--- config.mk ---
export PLATFORM = sky130hd
export DESIGN_NAME = icache_queue_lru
export DESIGN_NICKNAME = d
export VERILOG_FILES = /design/src/rtl/icache_pkg.sv /design/src/rtl/icache_lru_queue.sv /design/src/rtl/icache_tag_array.sv /design/src/rtl/icache_data_store.sv /design/src/rtl/icache_fill_ctrl.sv /design/src/rtl/icache_queue_lru.sv
export SDC_FILE = /design/constraint.sdc
export NUM_CORES = 1
export LEC_CHECK = 0
export BUFFER_PORTS_ARGS = -buffer_cell sky130_fd_sc_hd__buf_2
export CAP_MARGIN = 30
export CORE_ASPECT_RATIO = 1.25
export CORE_UTILIZATION = 39
export DETAILED_ROUTE_END_ITERATION = 16
export PLACE_DENSITY = 0.61
export RECOVER_POWER = 100
export SYNTH_ARGS = -nofsm -noshare
export SYNTH_HDL_FRONTEND = slang
export SYNTH_SLANG_ARGS = --single-unit
export TNS_END_PERCENT = 100
--- constraint.sdc ---
create_clock -name clk -period 4.45 [get_ports clk]
set_clock_uncertainty 0.1 [all_clocks]
set_input_delay 0.2225 -clock clk [delete_from_list [all_inputs] [get_ports clk]]
set_output_delay 0.2225 -clock clk [all_outputs]
set_load 0.005 [all_outputs]
--- src/rtl/icache_pkg.sv ---
package icache_pkg;

    localparam int NUM_LINES = 4;
    localparam int ID_W      = 2;

    typedef logic [ID_W-1:0] line_id_t;
    // entry 0 (bits 1:0) is the bottom = least recently used
    typedef line_id_t [NUM_LINES-1:0] lru_queue_t;

    localparam lru_queue_t LRU_RESET = 8'b11100100;

    typedef enum logic {FILL_IDLE = 1'b0, FILL_BUSY = 1'b1} fill_state_e;

    typedef struct packed {
        logic     hit;
        line_id_t id;
    } lookup_t;

    // victim leaves the bottom and re-enters at the top
    function automatic lru_queue_t lru_rotate(input lru_queue_t q);
        return {q[0], q[NUM_LINES-1:1]};
    endfunction

    // pull the used line out of its slot and put it on top
    function automatic lru_queue_t lru_touch(input lru_queue_t q, input line_id_t id);
        lru_queue_t r;
        logic       found;
        found = 1'b0;
        for (int i = 0; i < NUM_LINES - 1; i++) begin
            if (q[i] == id) found = 1'b1;
            r[i] = found ? q[i+1] : q[i];
        end
        r[NUM_LINES-1] = id;
        return r;
    endfunction

endpackage

--- src/rtl/icache_lru_queue.sv ---
module icache_lru_queue
    import icache_pkg::*;
(
    input  logic       clk,
    input  logic       rst,
    input  logic       load_en,
    input  logic       touch_en,
    input  line_id_t   touch_id,
    output lru_queue_t queue_o
);
    lru_queue_t q;

    always_ff @(posedge clk) begin
        if (rst)           q <= LRU_RESET;
        else if (load_en)  q <= lru_rotate(q);
        else if (touch_en) q <= lru_touch(q, touch_id);
    end

    assign queue_o = q;
endmodule

--- src/rtl/icache_tag_array.sv ---
module icache_tag_array
    import icache_pkg::*;
#(
    parameter int TAG_W = 13
) (
    input  logic                 clk,
    input  logic                 rst,
    input  logic [TAG_W-1:0]     lookup_tag,
    input  logic                 split_mode,
    input  line_id_t             task_id,
    input  logic                 inval_en,
    input  line_id_t             inval_id,
    input  logic [TAG_W-1:0]     inval_tag,
    input  logic                 set_valid_en,
    input  line_id_t             set_valid_id,
    output logic [NUM_LINES-1:0] hit_vec,
    output lookup_t              result
);
    logic [NUM_LINES-1:0] valid_q;
    logic [TAG_W-1:0]     tag_q [NUM_LINES];

    for (genvar l = 0; l < NUM_LINES; l++) begin : g_line
        always_ff @(posedge clk) begin
            if (rst) begin
                valid_q[l] <= 1'b0;
                tag_q[l]   <= '0;
            end else if (inval_en && inval_id == line_id_t'(l)) begin
                valid_q[l] <= 1'b0;
                tag_q[l]   <= inval_tag;
            end else if (set_valid_en && set_valid_id == line_id_t'(l)) begin
                valid_q[l] <= 1'b1;
            end
        end

        assign hit_vec[l] = valid_q[l] && (tag_q[l] == lookup_tag)
                            && (!split_mode || task_id == line_id_t'(l));
    end

    always_comb begin
        result.hit = |hit_vec;
        result.id  = '0;
        for (int l = 0; l < NUM_LINES; l++)
            if (hit_vec[l]) result.id = line_id_t'(l);
    end
endmodule

--- src/rtl/icache_data_store.sv ---
module icache_data_store
    import icache_pkg::*;
#(
    parameter int DATA_W = 32,
    parameter int OFF_W  = 3,
    localparam int LONGS = 1 << OFF_W
) (
    input  logic              clk,
    input  logic              wr_en,
    input  line_id_t          wr_line,
    input  logic [OFF_W-1:0]  wr_off,
    input  logic [DATA_W-1:0] wr_data,
    input  line_id_t          rd_line,
    input  logic [OFF_W-1:0]  rd_off,
    output logic [DATA_W-1:0] rd_data
);
    logic [DATA_W-1:0] mem [NUM_LINES][LONGS];

    always_ff @(posedge clk) begin
        if (wr_en) mem[wr_line][wr_off] <= wr_data;
    end

    assign rd_data = mem[rd_line][rd_off];
endmodule

--- src/rtl/icache_fill_ctrl.sv ---
module icache_fill_ctrl
    import icache_pkg::*;
#(
    parameter int TAG_W = 13,
    parameter int OFF_W = 3,
    localparam logic [OFF_W-1:0] LAST = {OFF_W{1'b1}}
) (
    input  logic             clk,
    input  logic             rst,
    input  logic             start,
    input  line_id_t         start_line,
    input  logic [TAG_W-1:0] start_tag,
    input  logic             fill_valid,
    output logic             busy,
    output logic             fill_req,
    output logic [TAG_W-1:0] fill_tag,
    output logic             wr_en,
    output line_id_t         wr_line,
    output logic [OFF_W-1:0] wr_off,
    output logic             done
);
    fill_state_e      state;
    logic [OFF_W-1:0] cnt;
    line_id_t         line_q;
    logic [TAG_W-1:0] tag_q;

    assign busy     = (state == FILL_BUSY);
    assign fill_req = busy;
    assign fill_tag = tag_q;
    assign wr_en    = busy && fill_valid;
    assign wr_line  = line_q;
    assign wr_off   = cnt;
    assign done     = wr_en && (cnt == LAST);

    always_ff @(posedge clk) begin
        if (rst) begin
            state  <= FILL_IDLE;
            cnt    <= '0;
            line_q <= '0;
            tag_q  <= '0;
        end else begin
            case (state)
                FILL_IDLE: if (start) begin
                    state  <= FILL_BUSY;
                    cnt    <= '0;
                    line_q <= start_line;
                    tag_q  <= start_tag;
                end
                FILL_BUSY: if (wr_en) begin
                    cnt <= cnt + 1'b1;
                    if (cnt == LAST) state <= FILL_IDLE;
                end
                default: state <= FILL_IDLE;
            endcase
        end
    end
endmodule

--- src/rtl/icache_queue_lru.sv ---
module icache_queue_lru
    import icache_pkg::*;
#(
    parameter int ADDR_W     = 16,
    parameter int DATA_W     = 32,
    parameter int LINE_LONGS = 8,
    localparam int OFF_W     = $clog2(LINE_LONGS),
    localparam int TAG_W     = ADDR_W - OFF_W
) (
    input  logic              clk,
    input  logic              rst,
    input  logic              split_mode,
    input  logic              fetch_valid,
    input  logic [1:0]        fetch_task,
    input  logic [ADDR_W-1:0] fetch_addr,
    output logic              fetch_hit,
    output logic              fetch_stall,
    output logic [DATA_W-1:0] fetch_data,
    output logic              fill_req,
    output logic [TAG_W-1:0]  fill_wide_addr,
    input  logic              fill_valid,
    input  logic [DATA_W-1:0] fill_data
);
    logic [TAG_W-1:0]     req_tag;
    logic [OFF_W-1:0]     req_off;
    logic [NUM_LINES-1:0] hit_vec;
    lookup_t              look;
    lru_queue_t           lru_q;
    line_id_t             victim;
    logic                 busy, miss_start, done;
    logic                 wr_en;
    line_id_t             wr_line;
    logic [OFF_W-1:0]     wr_off;

    assign req_tag = fetch_addr[ADDR_W-1:OFF_W];
    assign req_off = fetch_addr[OFF_W-1:0];

    assign fetch_hit   = fetch_valid && look.hit;
    assign fetch_stall = fetch_valid && !look.hit;
    assign miss_start  = fetch_stall && !busy;
    assign victim      = split_mode ? line_id_t'(fetch_task) : lru_q[0];

    icache_tag_array #(.TAG_W(TAG_W)) tags_i (
        .clk          (clk),
        .rst          (rst),
        .lookup_tag   (req_tag),
        .split_mode   (split_mode),
        .task_id      (line_id_t'(fetch_task)),
        .inval_en     (miss_start),
        .inval_id     (victim),
        .inval_tag    (req_tag),
        .set_valid_en (done),
        .set_valid_id (wr_line),
        .hit_vec      (hit_vec),
        .result       (look)
    );

    icache_lru_queue lru_i (
        .clk      (clk),
        .rst      (rst),
        .load_en  (miss_start && !split_mode),
        .touch_en (fetch_hit && !split_mode),
        .touch_id (look.id),
        .queue_o  (lru_q)
    );

    icache_fill_ctrl #(.TAG_W(TAG_W), .OFF_W(OFF_W)) fill_i (
        .clk        (clk),
        .rst        (rst),
        .start      (miss_start),
        .start_line (victim),
        .start_tag  (req_tag),
        .fill_valid (fill_valid),
        .busy       (busy),
        .fill_req   (fill_req),
        .fill_tag   (fill_wide_addr),
        .wr_en      (wr_en),
        .wr_line    (wr_line),
        .wr_off     (wr_off),
        .done       (done)
    );

    icache_data_store #(.DATA_W(DATA_W), .OFF_W(OFF_W)) data_i (
        .clk     (clk),
        .wr_en   (wr_en),
        .wr_line (wr_line),
        .wr_off  (wr_off),
        .wr_data (fill_data),
        .rd_line (look.id),
        .rd_off  (req_off),
        .rd_data (fetch_data)
    );
endmodule

==> reports/results.md <==
Drt
* number of search-and-repair iterations in the first detailed-routing pass: 6
* post-detailed-route count of antenna-violating nets: 0
* via/cell ratio: 5.74
* via total after detailed routing: 24,700
* DRC viols: 0
* routed wire length: 115,000 microns
* WL per Instance: 26.6 microns
* number of DRC violations after detailed-routing iteration 0: 2,370

Synthesis
* part of the Yosys area used for sequential elements: 0.771
* total standard cell area after synthesis: 0.0427 sq mm
* synthesized instance count: 2,565
* main area contributors after synthesis: edfxtp_1, mux2i_1, o22ai_1
* average instance area after synthesis: 16.7 sq um
* FFs w/ async S/R, synth: 0
* share of Yosys cell area claimed by the top area cell type: 0.757
* dominant synthesized flop cell: edfxtp_1
* synthesized netlist net count: 2,622
* number of distinct library cells after synthesis: 43
* cell accounting for the most synthesized area: edfxtp_1
* most common cell in the synthesized netlist: edfxtp_1
* Post-synth EDFFs: 1,076
* #FFs+latches synth: 1,107
* cell types with the highest counts after synthesis: edfxtp_1, mux2i_1, o22ai_1
* warnings from Yosys: 0

Floorplanning
* Core Rows: 135
* die height: 372 microns
* die outline area: 0.111 sq mm
* initial cell density of the core: 0.394
* number of ports placed on the die boundary: 103
* Core Footprint: 0.108 sq mm
* Horiz. Die Dim: 298 microns

GRT
* pin count of the biggest net entering global routing: 137
* via count of the first global-routing pass: 25,000
* wire length of the first global-routing pass: 167,000 microns
* aggregate global-route resource usage: 0.203
* leftover overflow at the end of global routing: 0
* initial antenna violation count: 4

STA
* minimum period implied by the final worst setup slack: 4370 ps
* worst slew slack as a fraction of its limit: -0.917
* number of setup violations in the final report: 0
* post-route clock period utilization: 0.981
* maximum clock frequency: 229 MHz
* Least-Margin Pin Slew: 2870 ps
* max-slew violations: 480
* final hold viol count: 0
* fin worst setup slack: 83.1 ps

Critical path
* Most common cell on crit path: buf_12
* critical path startpoint category: flip-flop
* Critical Path End Type: output port
* Levels on crit path: 11
* Crit Path Class: reg -> out
* longest individual stage delay on the worst path: 540 ps
* ordered list of cells on the worst path: xnor2_2, o2111ai_4, or4_4, buf_12, buf_12, buf_12, mux2i_1, a211oi_1, a211oi_1, nor3_1, buf_2
* category of cells accounting for the largest share of critical-path delay: simple AND/OR/NAND/NOR gates
* CP max-delay cell: or4_4
* worst reg-to-reg path cell count: 4
* Critical Path AT: 4040 ps
* maximum fanout encountered on the critical timing path: 46
* count of buffering cells on the critical path with inverters included: 4
* required time at the worst-slack endpoint: 4130 ps

Placed design
* Final GP Congestion: 0.805
* count of port buffers added during placement: 102
* HPWL after DPL: 63,600 microns
* placement-stage worst setup slack: 272 ps

Min path
* Min-Delay Path Depth: 3
* worst min path class: in -> reg

CTS
* H-Tree Depth: 3
* CTS root buf: clkbuf_16
* count of clock tree sinks: 1,107
* clock buffer depth: 3
* clock latency on the worst-skew pair: 680 ps
* clock buffers created by TritonCTS: 109
* CTS clk-pin slew, worst paths: 60 ps
* CTS tree: done

Run status
* failing checks: capacitance limit, slew limit
* result of the run: complete, but fails checks

Final layout
* final core occ: 0.455
* fraction of layout cells with a size suffix above 1: 0.117
* net count reported at finish: 2,830
* post-synthesis to final-layout area growth: 15.6%

Power
* leakage power: 17.2 nW
* total power per unit cell area: 427 mW/mm^2
* maximum ir drop on the vdd rail: 0.000318 V

Job
* max capacitance violation total: 22

[worst reg2reg max path, stage by stage, from the launching register on]
cell and delay [ps]:
dfxtp_1 500, and3_1 290, nand2_1 170, nor2_1 2050
clkbuf_4 790
[sequential cells by signal (all words and copies together) (netlist names)]
register / cells
fill_i.wr_line: 2
fill_i.busy: 1
lru_i.queue_o: 8
fill_i.fill_tag: 13
tags_i.valid_q: 4
data_i.mem: 1024
fill_i.wr_off: 3
tags_i.tag_q: 52
[where the power goes]
group	leakage (nW)	switching, mW	internal, mW
Combinational	5.58	0.491	0.219
Sequential	10.0	0.0344	11.5
Clock	1.65	3.85	4.98
[cell type report]
type                       count  area, sq um
inverter                       5         18.8
fill                        9322        59100
tap                         1438         1800
clock inverter                70          561
timing repair buffer         276         2000
sequential                  1107        32900
clock buffer                 132         2840
multi-input combinational   1274         9210
antenna                        1         2.50
[final timing paths]
| path | startpoint | to | slack, ps |
|---|---|---|---|
| setup / recovery | tags_i.tag_q[1][3]$_SDFFCE_PN0P_ | fetch_data[25] | 80 |
| hold / removal | fetch_task[1] | fill_i.wr_line[1]$_SDFFE_PP0P_ | 30 |
| setup reg to reg | fill_i.busy$_SDFF_PP0_ | data_i.mem[3][131]$_DFFE_PP_ | 170 |
| hold reg to reg | tags_i.valid_q[0]$_SDFFE_PP0P_ | tags_i.valid_q[0]$_SDFFE_PP0P_ | 380 |
[layout by cell type (no fill, tap or decap), types with 5 or more instances in the layout]
cell	count
nand2_1	15
buf_12	21
dlygate4sd3_1	49
nor2b_1	5
bufinv_16	8
clkinv_1	45
buf_2	62
a22o_1	32
clkinv_2	10
and2_1	20
a211oi_1	194
nand4_1	13
nand3_1	5
and2_0	32
nor3_1	35
o22ai_1	258
a21oi_1	200
xnor2_1	49
nor2_1	59
edfxtp_1	1076
o21ai_0	6
dfxtp_1	31
mux2i_1	277
buf_4	48
inv_1	5
nand2b_1	9
clkbuf_16	110
clkbuf_2	28
nor2_4	12
clkbuf_1	87
[per-layer routing]
metal,vias up,share of wire,GRT usage
met3,169,0.073,0.0306
met5,-,0.00013,0
met2,1028,0.50,0.344
met1,12700,0.41,0.270
met4,2,0.024,0.0571
li1,10800,-,-
[per-stage QoR]
step | TNS [ps] | hold slack [ps] | cells | cell area [sq um] | power, mW
finish | 0 | 33.4 | 4303 | 49400 | 21.1
global route | -54.6 | 81.7 | 4303 | 49400 | 21.7
CTS | 0 | 1.47 | 4294 | 49700 | 21.2
detailed placement | 0 | 366 | 4036 | 45700 | 12.4
global placement | 0 | 361 | 4033 | 45600 | 12.4
floorplan | 0 | 221 | 2565 | 42700 | 12.0
[cell families after synthesis]
| kind of cell | share of synthesized area |
|---|---|
| compound gates | 0.106 |
| simple gates | 0.0274 |
| mux | 0.0652 |
| flops | 0.771 |
| buf+inv | 0.0187 |
| xor+xnor | 0.0113 |
| fa+ha+maj | 0.000586 |
[what timing repair did]
item	CTS	global route
gates resized for setup	5	10
setup endpoints to repair	8	22
setup buffers	5	4
pin swaps	3	5
endpoints found under the hold margin	1031	0
gates cloned	2	2
hold buffers	49	0
(Power assumes the default switching activity.)
